<file path="src/rtl/pwr_mode_pkg.sv">
package pwr_mode_pkg;
  typedef enum logic [1:0] {
    MODE_RUN   = 2'd0,
    MODE_REST1 = 2'd1,
    MODE_REST2 = 2'd2,
    MODE_REST3 = 2'd3
  } pwr_mode_e;
endpackage

</file>
<file path="src/rtl/pwr_mode_fsm.sv">
module pwr_mode_fsm
  import pwr_mode_pkg::*;
#(
  parameter int unsigned DWELL_RUN = 237000,
  parameter int unsigned DWELL_R1  = 8400000,
  parameter int unsigned DWELL_R2  = 504000000
) (
  input  logic       clk_i,
  input  logic       rst_ni,
  input  logic       motion_i,
  input  logic [1:0] force_rest_i,
  input  logic       shutdown_i,
  output pwr_mode_e  mode_o,
  output logic       restart_o,
  output logic       stop_o
);
  localparam int unsigned DWELL_MAX =
    (DWELL_RUN > DWELL_R1) ? ((DWELL_RUN > DWELL_R2) ? DWELL_RUN : DWELL_R2)
                           : ((DWELL_R1 > DWELL_R2) ? DWELL_R1 : DWELL_R2);
  localparam int IDLE_W = $clog2(DWELL_MAX + 1);
  localparam logic [IDLE_W-1:0] IDLE_TOP = IDLE_W'(DWELL_MAX);

  pwr_mode_e         mode_q, mode_d;
  logic [IDLE_W-1:0] idle_q;
  logic              forced_q, halted_q, clr_idle, forcing;

  function automatic logic [IDLE_W-1:0] dwell_last(pwr_mode_e m);
    case (m)
      MODE_RUN:   return IDLE_W'(DWELL_RUN - 1);
      MODE_REST1: return IDLE_W'(DWELL_R1 - 1);
      MODE_REST2: return IDLE_W'(DWELL_R2 - 1);
      default:    return IDLE_TOP;
    endcase
  endfunction

  assign stop_o  = shutdown_i | halted_q;
  assign forcing = force_rest_i != 2'b00;

  always_comb begin
    mode_d   = mode_q;
    clr_idle = 1'b0;
    if (forcing) begin
      mode_d = pwr_mode_e'(force_rest_i);
    end else if (forced_q) begin
      mode_d = MODE_RUN;
    end else if (motion_i) begin
      mode_d   = MODE_RUN;
      clr_idle = 1'b1;
    end else if (mode_q != MODE_REST3 && idle_q == dwell_last(mode_q)) begin
      mode_d = pwr_mode_e'(mode_q + 2'd1);
    end
    if (mode_d != mode_q) clr_idle = 1'b1;
  end

  assign restart_o = ~stop_o & (mode_d != mode_q);
  assign mode_o    = mode_q;

  always_ff @(posedge clk_i or negedge rst_ni) begin
    if (!rst_ni) begin
      mode_q   <= MODE_RUN;
      idle_q   <= '0;
      forced_q <= 1'b0;
      halted_q <= 1'b0;
    end else begin
      halted_q <= halted_q | shutdown_i;
      if (!stop_o) begin
        mode_q   <= mode_d;
        forced_q <= forcing;
        if (clr_idle)             idle_q <= '0;
        else if (idle_q != IDLE_TOP) idle_q <= idle_q + 1'b1;
      end
    end
  end

  assert_motion_wake_R3: assert property (@(posedge clk_i) disable iff (!rst_ni)
    (motion_i && !forcing && !forced_q && !stop_o) |=> (mode_q == MODE_RUN));

  assert_force_hold_R6: assert property (@(posedge clk_i) disable iff (!rst_ni)
    (forcing && !stop_o) |=> (mode_q == pwr_mode_e'($past(force_rest_i))));

  // automatic operation only ever steps one level deeper
  assert_single_step_R2: assert property (@(posedge clk_i) disable iff (!rst_ni)
    (!stop_o && !forcing && !forced_q && !motion_i) |=>
      (mode_q == $past(mode_q)) || (mode_q == $past(mode_q) + 2'd1 && $past(mode_q) != MODE_REST3));

  assert_halt_frozen_R9: assert property (@(posedge clk_i) disable iff (!rst_ni)
    halted_q |=> $stable(mode_q));
endmodule

</file>
<file path="src/rtl/pwr_frame_timer.sv">
module pwr_frame_timer
  import pwr_mode_pkg::*;
#(
  parameter int unsigned PERIOD_RUN = 10000,
  parameter int unsigned PERIOD_R1  = 16500,
  parameter int unsigned PERIOD_R2  = 82000,
  parameter int unsigned PERIOD_R3  = 410000
) (
  input  logic      clk_i,
  input  logic      rst_ni,
  input  pwr_mode_e mode_i,
  input  logic      restart_i,
  input  logic      stop_i,
  output logic      frame_o
);
  localparam int unsigned PER_MAX =
    (PERIOD_RUN > PERIOD_R1) ? ((PERIOD_RUN > PERIOD_R2) ? ((PERIOD_RUN > PERIOD_R3) ? PERIOD_RUN : PERIOD_R3)
                                                         : ((PERIOD_R2 > PERIOD_R3) ? PERIOD_R2 : PERIOD_R3))
                             : ((PERIOD_R1 > PERIOD_R2) ? ((PERIOD_R1 > PERIOD_R3) ? PERIOD_R1 : PERIOD_R3)
                                                        : ((PERIOD_R2 > PERIOD_R3) ? PERIOD_R2 : PERIOD_R3));
  localparam int PER_W = $clog2(PER_MAX + 1);

  logic [PER_W-1:0] cnt_q;
  logic             tick;

  function automatic logic [PER_W-1:0] period_last(pwr_mode_e m);
    case (m)
      MODE_RUN:   return PER_W'(PERIOD_RUN - 1);
      MODE_REST1: return PER_W'(PERIOD_R1 - 1);
      MODE_REST2: return PER_W'(PERIOD_R2 - 1);
      default:    return PER_W'(PERIOD_R3 - 1);
    endcase
  endfunction

  assign tick    = cnt_q == period_last(mode_i);
  assign frame_o = tick & ~stop_i;

  always_ff @(posedge clk_i or negedge rst_ni) begin
    if (!rst_ni)         cnt_q <= '0;
    else if (restart_i)  cnt_q <= '0;
    else if (!stop_i)    cnt_q <= tick ? '0 : cnt_q + 1'b1;
  end

  // periods are at least two ticks
  assert_strobe_single_R4: assert property (@(posedge clk_i) disable iff (!rst_ni)
    frame_o |=> !frame_o);

  assert_no_strobe_after_change_R5: assert property (@(posedge clk_i) disable iff (!rst_ni)
    restart_i |=> !frame_o);
endmodule

</file>
<file path="src/rtl/pwr_led_pulse.sv">
module pwr_led_pulse #(
  parameter int unsigned LED_CYCLES = 2
) (
  input  logic clk_i,
  input  logic rst_ni,
  input  logic frame_i,
  input  logic stop_i,
  output logic led_o
);
  localparam int LW = $clog2(LED_CYCLES + 1);
  localparam logic [LW-1:0] HOLD = LW'(LED_CYCLES - 1);

  logic [LW-1:0] cnt_q;

  always_ff @(posedge clk_i or negedge rst_ni) begin
    if (!rst_ni)           cnt_q <= '0;
    else if (stop_i)       cnt_q <= '0;
    else if (frame_i)      cnt_q <= HOLD;
    else if (cnt_q != '0)  cnt_q <= cnt_q - 1'b1;
  end

  assign led_o = ~stop_i & (frame_i | (cnt_q != '0));

  assert_led_follows_R8: assert property (@(posedge clk_i) disable iff (!rst_ni)
    (frame_i && !stop_i) |-> led_o);
endmodule

</file>
<file path="src/rtl/pwr_mode_ctrl.sv">
module pwr_mode_ctrl
  import pwr_mode_pkg::*;
#(
  parameter int unsigned PERIOD_RUN = 10000,
  parameter int unsigned PERIOD_R1  = 16500,
  parameter int unsigned PERIOD_R2  = 82000,
  parameter int unsigned PERIOD_R3  = 410000,
  parameter int unsigned DWELL_RUN  = 237000,
  parameter int unsigned DWELL_R1   = 8400000,
  parameter int unsigned DWELL_R2   = 504000000,
  parameter int unsigned LED_CYCLES = 2
) (
  input  logic       clk_i,
  input  logic       rst_ni,
  input  logic       motion_i,
  input  logic [1:0] force_rest_i,
  input  logic       shutdown_i,
  output logic       frame_o,
  output logic [1:0] mode_o,
  output logic       led_en_o
);
  pwr_mode_e mode;
  logic      restart, stop;

  pwr_mode_fsm #(
    .DWELL_RUN(DWELL_RUN), .DWELL_R1(DWELL_R1), .DWELL_R2(DWELL_R2)
  ) u_fsm (
    .clk_i, .rst_ni, .motion_i, .force_rest_i, .shutdown_i,
    .mode_o(mode), .restart_o(restart), .stop_o(stop)
  );

  pwr_frame_timer #(
    .PERIOD_RUN(PERIOD_RUN), .PERIOD_R1(PERIOD_R1),
    .PERIOD_R2(PERIOD_R2), .PERIOD_R3(PERIOD_R3)
  ) u_timer (
    .clk_i, .rst_ni, .mode_i(mode), .restart_i(restart), .stop_i(stop),
    .frame_o
  );

  pwr_led_pulse #(.LED_CYCLES(LED_CYCLES)) u_led (
    .clk_i, .rst_ni, .frame_i(frame_o), .stop_i(stop), .led_o(led_en_o)
  );

  assign mode_o = mode;

  assert_shutdown_quiet_R9: assert property (@(posedge clk_i) disable iff (!rst_ni)
    shutdown_i |-> (!frame_o && !led_en_o));
endmodule

</file>
<file path="config.mk">
export PLATFORM = sky130hd
export DESIGN_NAME = pwr_mode_ctrl
export DESIGN_NICKNAME = d
export VERILOG_FILES = /design/src/rtl/pwr_mode_pkg.sv /design/src/rtl/pwr_mode_fsm.sv /design/src/rtl/pwr_frame_timer.sv /design/src/rtl/pwr_led_pulse.sv /design/src/rtl/pwr_mode_ctrl.sv
export SDC_FILE = /design/constraint.sdc
export NUM_CORES = 1
export LEC_CHECK = 0
export BUFFER_PORTS_ARGS = -buffer_cell sky130_fd_sc_hd__buf_2
export CORE_MARGIN = 5
export CORE_UTILIZATION = 30
export CTS_BUF_LIST = sky130_fd_sc_hd__clkbuf_8
export DETAILED_ROUTE_END_ITERATION = 10
export GPL_TIMING_DRIVEN = 0
export SLEW_MARGIN = 30
export SYNTH_ARGS = -nofsm -noshare
export SYNTH_HDL_FRONTEND = slang
export SYNTH_SLANG_ARGS = --single-unit
</file>
<file path="constraint.sdc">
create_clock -name clk_i -period 4.88 [get_ports clk_i]
set_clock_uncertainty 0.05 [all_clocks]
set_input_delay 0.244 -clock clk_i [delete_from_list [all_inputs] [get_ports clk_i]]
set_output_delay 0.244 -clock clk_i [all_outputs]
set_load 0.02 [all_outputs]
</file>
==> results of run 1 <==
[worst register-to-register path, cell delays in order, from the launching register on]
cell and delay, ps:
dfrtp_1 520, inv_1 150, ha_1 280, buf_2 170
or3_1 410, a22oi_2 250, nand4_4 170, o21ai_4 350
nor2_2 130, buf_2 220, a22o_1 220
[logic make-up (layout without fill, tap and decap cells)]
kind of cell	count (synthesis)	count (layout)
AOI/OAI and AO/OA	102	102
xor gates and xnor gates	11	11
adders and majority gates	10	10
buffers and inverters	37	55
DFF	54	54
muxes	2	2
and+or+nand+nor	201	201
[stage by stage]
step | cell area (sq um) | instances | power [uW]
3_3_place_gp | 3850 | 573 | 641
3_5_place_dp | 3850 | 573 | 647
4_1_cts | 3970 | 582 | 946
2_1_floorplan | 3620 | 417 | 595
5_1_grt | 3970 | 582 | 974
6_report | 3970 | 582 | 935
[cell usage after synthesis (all sizes together), types with 3 or more instances]
| cell | number |
|---|---|
| nand2 | 46 |
| xor2 | 8 |
| o2bb2ai | 7 |
| nand4 | 15 |
| a21o | 8 |
| dfrtp | 54 |
| nand2b | 3 |
| clkbuf | 14 |
| xnor2 | 3 |
| o22ai | 6 |
| and3 | 9 |
| nor4b | 3 |
| or4 | 8 |
| o311ai | 3 |
| a21oi | 12 |
| a22o | 15 |
| a31oi | 3 |
| and4 | 3 |
| nand3 | 37 |
| nor4 | 8 |
| or3 | 4 |
| nand3b | 4 |
| and2 | 4 |
| inv | 13 |
| ha | 10 |
| buf | 9 |
| nor2 | 31 |
| o21ai | 28 |
| nor3 | 15 |
[final timing paths]
kind,endpoint,slack (ps)
max in group asynchronous,u_timer.cnt_q[10],3860
min in group asynchronous,u_fsm.idle_q[24],470
min reg2reg,u_fsm.idle_q[11],490
min,u_fsm.mode_o[1],190
max,led_en_o,1760
max reg2reg,u_fsm.idle_q[10],1840
[repair_timing]
item,in CTS,in global routing
hold buffers,1,0
setup buffers,0,0
hold endpoints to repair,54,0
[flip-flops by register name, indices dropped and copies added (netlist names)]
| name | cells |
|---|---|
| u_fsm.mode_o | 2 |
| u_timer.cnt_q | 19 |
| u_fsm.forced_q | 1 |
| u_led.cnt_q | 2 |
| u_fsm.idle_q | 29 |
| u_fsm.halted_q | 1 |
[final cells by class]
class	count	area, sq um	share of cell area
clock buffers	8	110	0.0277
multi-input cells	326	2090	0.528
flip-flops and latches	54	1350	0.340
repair buffers	10	57.6	0.0145
inverters	14	52.6	0.0132
plain buffers	23	119	0.0299
well taps	147	184	0.0463
[metal layers]
metal	vias up	GRT usage	part of all wire
met5	-	0	0
met4	0	0.0429	0.013
met3	8	0.0104	0.032
met2	86	0.223	0.46
met1	1622	0.198	0.49
li1	1596	-	-
[power by group]
part           switching (uW)  internal [uW]
logic                     104           56.2
registers                15.6            463
clock network             152            144
==> results.toml, run 1 <==
[outcome]
status = "finished, final reports clean"

[worst_setup_path]
startpoint = "u_fsm.halted_q"
reg2reg_depth = 10
end_kind = "primary output"
critPathTopFamily = "buffers and inverters"
crit_path_start_kind = "flip-flop"
cp_cell_sequence = "nor2_1 > clkinv_1 > clkbuf_1 > clkbuf_1 > a21oi_1 > buf_2"
path_depth = 6
path_class = "flip-flop to primary output"
worstPathArrival_ps = 2830
crit_fanout = 10
crit_slowest_cell = "nor2_1"
max_stage_delay_ps = 470
r2r_start = "u_fsm.mode_o[1]"
crit_path_frequent_cell = "clkbuf_1"
path_buf_inv = 4
cp.required_ps = 4590

[sta]
hold_viol = 0
clock.fmax_ghz = 0.320
post-route-period-util = 0.639
period_minus_slack_ps = 3120
setup-violations-final = 0
rsz0062_at_grt = "no"
setup_tns_ps = 0
setup_ws_ps = 1760
slew-limit-headroom = 0.512
slew_violations = 0
tightest_slew_ps = 732
finalHoldWorstSlack_ps = 192

[floorplanning]
num_rows = 40
fp.dieW_um = 120
die_area_sq_um = 14400
die_y_um = 120
start_util = 0.304
core_area_sq_um = 11900
io_pins = 10

[synthesis]
synth-simple-area-share = 0.308
synth_edf_count = 0
synth_top_family_by_area = "simple AND/OR/NAND/NOR gates"
yosysSeqAreaShare = 0.374
async_flop_share = 1.00
synth_xor_xnor_area_share = 0.0266
ys.flop_type = "dfrtp_1"
synth-seq-cells = 54
syn_nets = 433
syn_area_sq_um = 3620
yosys.area_share.adder = 0.0346
avgSynthCellArea_sq_um = 8.67
synth_top_area_frac = 0.374
ys_warn_count = 0
synth_compound_area_frac = 0.204
yosys.area.top_type = "dfrtp_1"
muxShareOfSynthArea = 0.00553
synth_cells = 417
ys_top_cells_by_area = "dfrtp_1 (37%), nand3_1 (5.0%), nand2_1 (4.8%)"
ys_types = 64

[drt]
drc = 0
viasPerCell = 5.69
wl_per_cell_um = 16.9
drt-initial-drc-count = 239
first_pass_iters = 4
wl_mm = 9.86
ant_nets = 0
vias = 3312

[job]
drv_cap = 0

[placed_design]
place_ws_ps = 1880
placement.io_buffers = 9
hpwl_mm = 6.91
place_congestion = 0.916

[pwr]
cellLeakagePower_uw = 0.00157
vdd_drop_max_v = 0.000117
power_density_nw_per_um2 = 236

[final_layout]
nets = 450
utilization = 0.333
nFillCells = 1249
layout-drive-gt1-share = 0.0920
area_growth_pct = 9.72
antenna_cells = 0
final_cell_mix = "dfrtp_1 (54), nand2_1 (46), nand3_1 (36)"
final_common_cell = "dfrtp_1"

[cts]
cts_buffer_depth = 2
cts.htree.levels = 2
cts_buffers = 5
clock_latency_ps = 320
root_buffer = "clkbuf_8"
cts_sinks = 54
cts_tree = "done"
cts_resized = 0
path_clk_slew_ps = 100

[worst_hold_path]
worstHoldPathCells = 3
min_from = "force_rest_i[1]"
min_path_type = "input pin to flip-flop"

[global_routing]
grt_usage = 0.138
grt_pass1_wl_mm = 16.1
grt_pass1_vias = 3063
grt-ovfl-total = 0
grt_max_degree = 55
antenna_found_initial = 0
No activity file was read; power rests on OpenSTA's default activity.
==> run 2: changes to the inputs <==
==> constraint.sdc (replaced) <==
create_clock -name clk_i -period 3.1 [get_ports clk_i]
set_clock_uncertainty 0.05 [all_clocks]
set_input_delay 0.155 -clock clk_i [delete_from_list [all_inputs] [get_ports clk_i]]
set_output_delay 0.155 -clock clk_i [all_outputs]
set_load 0.02 [all_outputs]
==> results.toml, run 2 (synthesized netlist as in run 1, its figures left out) <==
[outcome]
status = "finished, final reports clean"

[sta]
tightest_slew_ps = 725
clock.fmax_ghz = 0.337
slew_violations = 0
hold_viol = 0
setup_tns_ps = 0
post-route-period-util = 0.958
period_minus_slack_ps = 2970
slew-limit-headroom = 0.517
setup-violations-final = 0
rsz0062_at_grt = "no"

[final_layout]
nets = 452
nFillCells = 1248
largest_reg_flops = 29
final_common_cell = "dfrtp_1"
multiInputGateArea_sq_um = 2100
antenna_cells = 0
final_cell_mix = "dfrtp_1 (54), nand2_1 (46), nand3_1 (36)"
largest_register = "u_fsm.idle_q"
regArea_sq_um = 1350
area_growth_pct = 10.3
reg_top3 = "u_fsm.idle_q x29, u_timer.cnt_q x19"
layout-drive-gt1-share = 0.101

[drt]
viasPerCell = 5.75
ant_nets = 0
wl_mm = 9.91
wl_per_cell_um = 17.0
first_pass_iters = 4
drc = 0
drt-initial-drc-count = 258
vias = 3359

[global_routing]
gr-max-usage-layer = "met2"
antenna_found_initial = 0
grt_pass1_vias = 3063
grt-ovfl-total = 0
use_met2 = 0.223
grtUsageMet3 = 0.0104
grt_usage = 0.138
grt_max_degree = 55
gr-usage-met1 = 0.198
grt_pass1_wl_mm = 16.1

[floorplanning]
num_rows = 40
start_util = 0.304
io_pins = 10
die_area_sq_um = 14400
fp.dieW_um = 120
core_area_sq_um = 11900
die_y_um = 120

[worst_setup_path]
crit_path_start_kind = "flip-flop"
cp.required_ps = 3270
path_class = "flip-flop to flip-flop"
end_kind = "flip-flop"
max_stage_delay_ps = 520
crit_fanout = 10
cp_cell_sequence = "inv_1 > ha_1 > buf_2 > or3_1 > a22oi_2 > nand4_4 > o21a_2 > buf_6 > a21o_1 > a22o_1"
r2r_slack_ps = 130
worstPathArrival_ps = 3140
crit_slowest_cell = "dfrtp_1"

[cts]
cts_buffer_depth = 2
root_buffer = "clkbuf_8"
path_clk_slew_ps = 100
clock_latency_ps = 330
cts_tree = "done"
cts_sinks = 54
cts.htree.levels = 2
cts_buffers = 5

[pwr]
power.total_uw = 1480
cellLeakagePower_uw = 0.00158
vdd_drop_max_v = 0.000184
power_density_nw_per_um2 = 372

[placed_design]
placement.io_buffers = 9
hpwl_mm = 6.91
place_congestion = 0.916

[worst_hold_path]
min_path_type = "input pin to flip-flop"

[job]
drv_cap = 0
==> run 2: cell types whose count changed in the layout (fill, tap and decap cells not counted) <==
cell,delta
buf_4,+2
nor2_1,-1
nor2_2,+1
nor3_1,-1
nor3_2,+1
==> run 2: layout make-up <==
cell class | count | share of cell area
Buffer | 23 | 0.0298
Clock buffer | 8 | 0.0276
Inverter | 14 | 0.0132
Multi-Input combinational cell | 326 | 0.527
Sequential cell | 54 | 0.339
Tap cell | 147 | 0.0461
Timing Repair Buffer | 12 | 0.0182
==> run 2: layer usage <==
layer  wire (um)  vias up
li1            -     1610
met1        4740     1645
met2        4640       96
met3         403        8
met4         119        0
met5           0        -
==> run 2: through the flow <==
| step | hold WS [ps] | util | cell area [sq um] | cells | setup WS, ps |
|---|---|---|---|---|---|
| 3_5_place_dp | 208 | 0.323 | 3850 | 573 | 101 |
| 2_1_floorplan | -191 | - | 3620 | 417 | 335 |
| 6_report | 93.2 | 0.335 | 3990 | 584 | 131 |
| 4_1_cts | 94.6 | 0.333 | 3970 | 582 | 74.2 |
| 3_3_place_gp | 427 | 0.323 | 3850 | 573 | 170 |
| 5_1_grt | 127 | 0.335 | 3990 | 584 | 6.67 |
==> run 2: timing repair <==
action                                 4_1_cts  5_1_grt
endpoints found under the hold margin       54        0
setup endpoints to repair                    0       17
hold buffers                                 1        0
buffers inserted                             0        2
gates resized for setup                      0        2
==> run 2: final timing paths <==
| kind | to | depth (start not counted) | from |
|---|---|---|---|
| setup / recovery | u_fsm.idle_q[9] | 10 | u_fsm.mode_o[1] |
| hold / removal | u_fsm.mode_o[1] | 3 | force_rest_i[1] |
| setup reg to reg | u_fsm.idle_q[9] | 10 | u_fsm.mode_o[1] |
| hold reg to reg | u_fsm.idle_q[11] | 2 | u_fsm.idle_q[11] |
| max in group asynchronous | u_timer.cnt_q[10] | 2 | rst_ni |
| min in group asynchronous | u_fsm.idle_q[24] | 2 | rst_ni |
==> run 2: worst max-delay path, delay by kind of cell, from the launching register on <==
family,cells,cell delay [ps]
AO/OA/AOI/OAI,4,910
adder cells (fa/ha/maj),1,280
buffers and inverters,3,510
flip-flops,1,520
AND/OR/NAND/NOR,2,580
==> run 2: where the power goes <==
part / internal (uW) / leakage, uW / switching (uW)
clock: 226 / 0.0000575 / 245
sequential: 729 / 0.000673 / 24.9
combinational: 94.2 / 0.000849 / 164
==> run 3: changes to the inputs <==
--- a/config.mk
+++ b/config.mk
@@ -7,8 +7,7 @@
 export LEC_CHECK = 0
 export BUFFER_PORTS_ARGS = -buffer_cell sky130_fd_sc_hd__buf_2
 export CORE_MARGIN = 5
-export CORE_UTILIZATION = 30
-export CTS_BUF_LIST = sky130_fd_sc_hd__clkbuf_8
+export CORE_UTILIZATION = 27
 export DETAILED_ROUTE_END_ITERATION = 10
 export GPL_TIMING_DRIVEN = 0
 export SLEW_MARGIN = 30
==> results.toml, run 3 (synthesized netlist as in run 1, its figures left out) <==
[cts]
cts.htree.levels = 2
cts_sinks = 54
cts_buffers = 5
cts_buffer_depth = 2
path_clk_slew_ps = 70
clock_latency_ps = 300
cts_tree = "done"
root_buffer = "clkbuf_16"

[global_routing]
grt_pass1_vias = 3220
grt_usage = 0.128
antenna_found_initial = 0
grt_pass1_wl_mm = 16.8
grt_max_degree = 55
grt-ovfl-total = 0

[worst_setup_path]
path_class = "flip-flop to flip-flop"
crit_path_start_kind = "flip-flop"
end_kind = "flip-flop"
worstPathArrival_ps = 3070
crit_fanout = 10
cp.required_ps = 3230

[drt]
wl_per_cell_um = 16.0
wl_mm = 9.78
first_pass_iters = 5
ant_nets = 0
drc = 0
viasPerCell = 5.46
drt-initial-drc-count = 336
vias = 3349

[pwr]
vdd_drop_max_v = 0.000229
cellLeakagePower_uw = 0.00161
power_density_nw_per_um2 = 400

[floorplanning]
start_util = 0.274
core_area_sq_um = 13200
die_y_um = 126
fp.dieW_um = 126
num_rows = 42
io_pins = 10
die_area_sq_um = 15800

[sta]
slew_violations = 0
rsz0062_at_grt = "no"
setup-violations-final = 0
clock.fmax_ghz = 0.341
tightest_slew_ps = 709
hold_viol = 0
post-route-period-util = 0.947
setup_tns_ps = 0
period_minus_slack_ps = 2940
slew-limit-headroom = 0.528

[placed_design]
place_congestion = 0.836
placement.io_buffers = 9
hpwl_mm = 7.10

[final_layout]
final_cell_mix = "dfrtp_1 (54), nand2_1 (46), nand3_1 (36)"
largest_register = "u_fsm.idle_q"
utilization = 0.310
reg_top3 = "u_fsm.idle_q x29, u_timer.cnt_q x19"
nets = 452
final_common_cell = "dfrtp_1"
area_growth_pct = 12.9
antenna_cells = 0
layout-drive-gt1-share = 0.101
largest_reg_flops = 29

[job]
drv_cap = 0

[worst_hold_path]
min_path_type = "input pin to flip-flop"

[outcome]
status = "finished, final reports clean"
-- run 3: final cells by class --
| cell class | instances | area [sq um] |
|---|---|---|
| tap | 176 | 220 |
| clock buffer | 8 | 166 |
| timing repair buffer | 12 | 72.6 |
| sequential | 54 | 1350 |
| buffer | 23 | 119 |
| inverter | 14 | 52.6 |
| fill | 1397 | 9110 |
| multi-input combinational | 326 | 2100 |
-- run 3: final timing paths --
kind                                       start                to  slack [ps]  depth (start not counted)
max in group asynchronous                 rst_ni  u_timer.cnt_q[3]        2130                          2
worst max register to register   u_fsm.mode_o[1]  u_fsm.idle_q[13]         160                         10
worst max-delay path             u_fsm.mode_o[1]  u_fsm.idle_q[13]         160                         10
worst min register to register  u_fsm.idle_q[11]  u_fsm.idle_q[11]         500                          2
worst min-delay path             force_rest_i[1]   u_fsm.mode_o[1]         150                          3
min in group asynchronous                 rst_ni  u_fsm.idle_q[10]         400                          2
-- run 3: where the power goes --
group / total [uW] / internal, uW / switching, uW / leakage (uW)
Combinational: 259 / 94.2 / 164 / 0.000849
Clock: 622 / 366 / 255 / 0.0000832
Sequential: 755 / 730 / 25.3 / 0.000673
-- run 3: critical path, cell delays in order, from the launching register on --
cell	delay, ps
dfrtp_1	500
inv_1	160
ha_1	290
buf_2	170
or3_1	390
a22oi_2	230
nand4_4	170
o21ai_4	300
nor2_2	120
buf_2	210
a22o_1	220
-- run 3: through the flow --
step	power (uW)	hold WS [ps]	setup slack, ps	cell area (sq um)	instances
2_1_floorplan	936	-191	335	3620	417
3_3_place_gp	1010	440	143	3880	602
3_5_place_dp	1020	217	132	3880	602
4_1_cts	1650	140	58.5	4060	611
5_1_grt	1710	174	11.9	4080	613
6_report	1640	149	164	4080	613
-- run 3: what timing repair did --
item                                    4_1_cts  5_1_grt
endpoints found under the hold margin        54        0
hold buffers                                  1        0
buffers inserted                              0        2
endpoints found under the setup margin        0       15
gates resized for setup                       0        2
-- run 3: layer usage --
| metal | global-route usage | part of all wire | vias up |
|---|---|---|---|
| met4 | 0.0435 | 0.015 | 0 |
| met1 | 0.184 | 0.49 | 1651 |
| met2 | 0.200 | 0.46 | 84 |
| met3 | 0.0165 | 0.041 | 12 |
| met5 | 0 | 0 | - |
| li1 | - | - | 1602 |
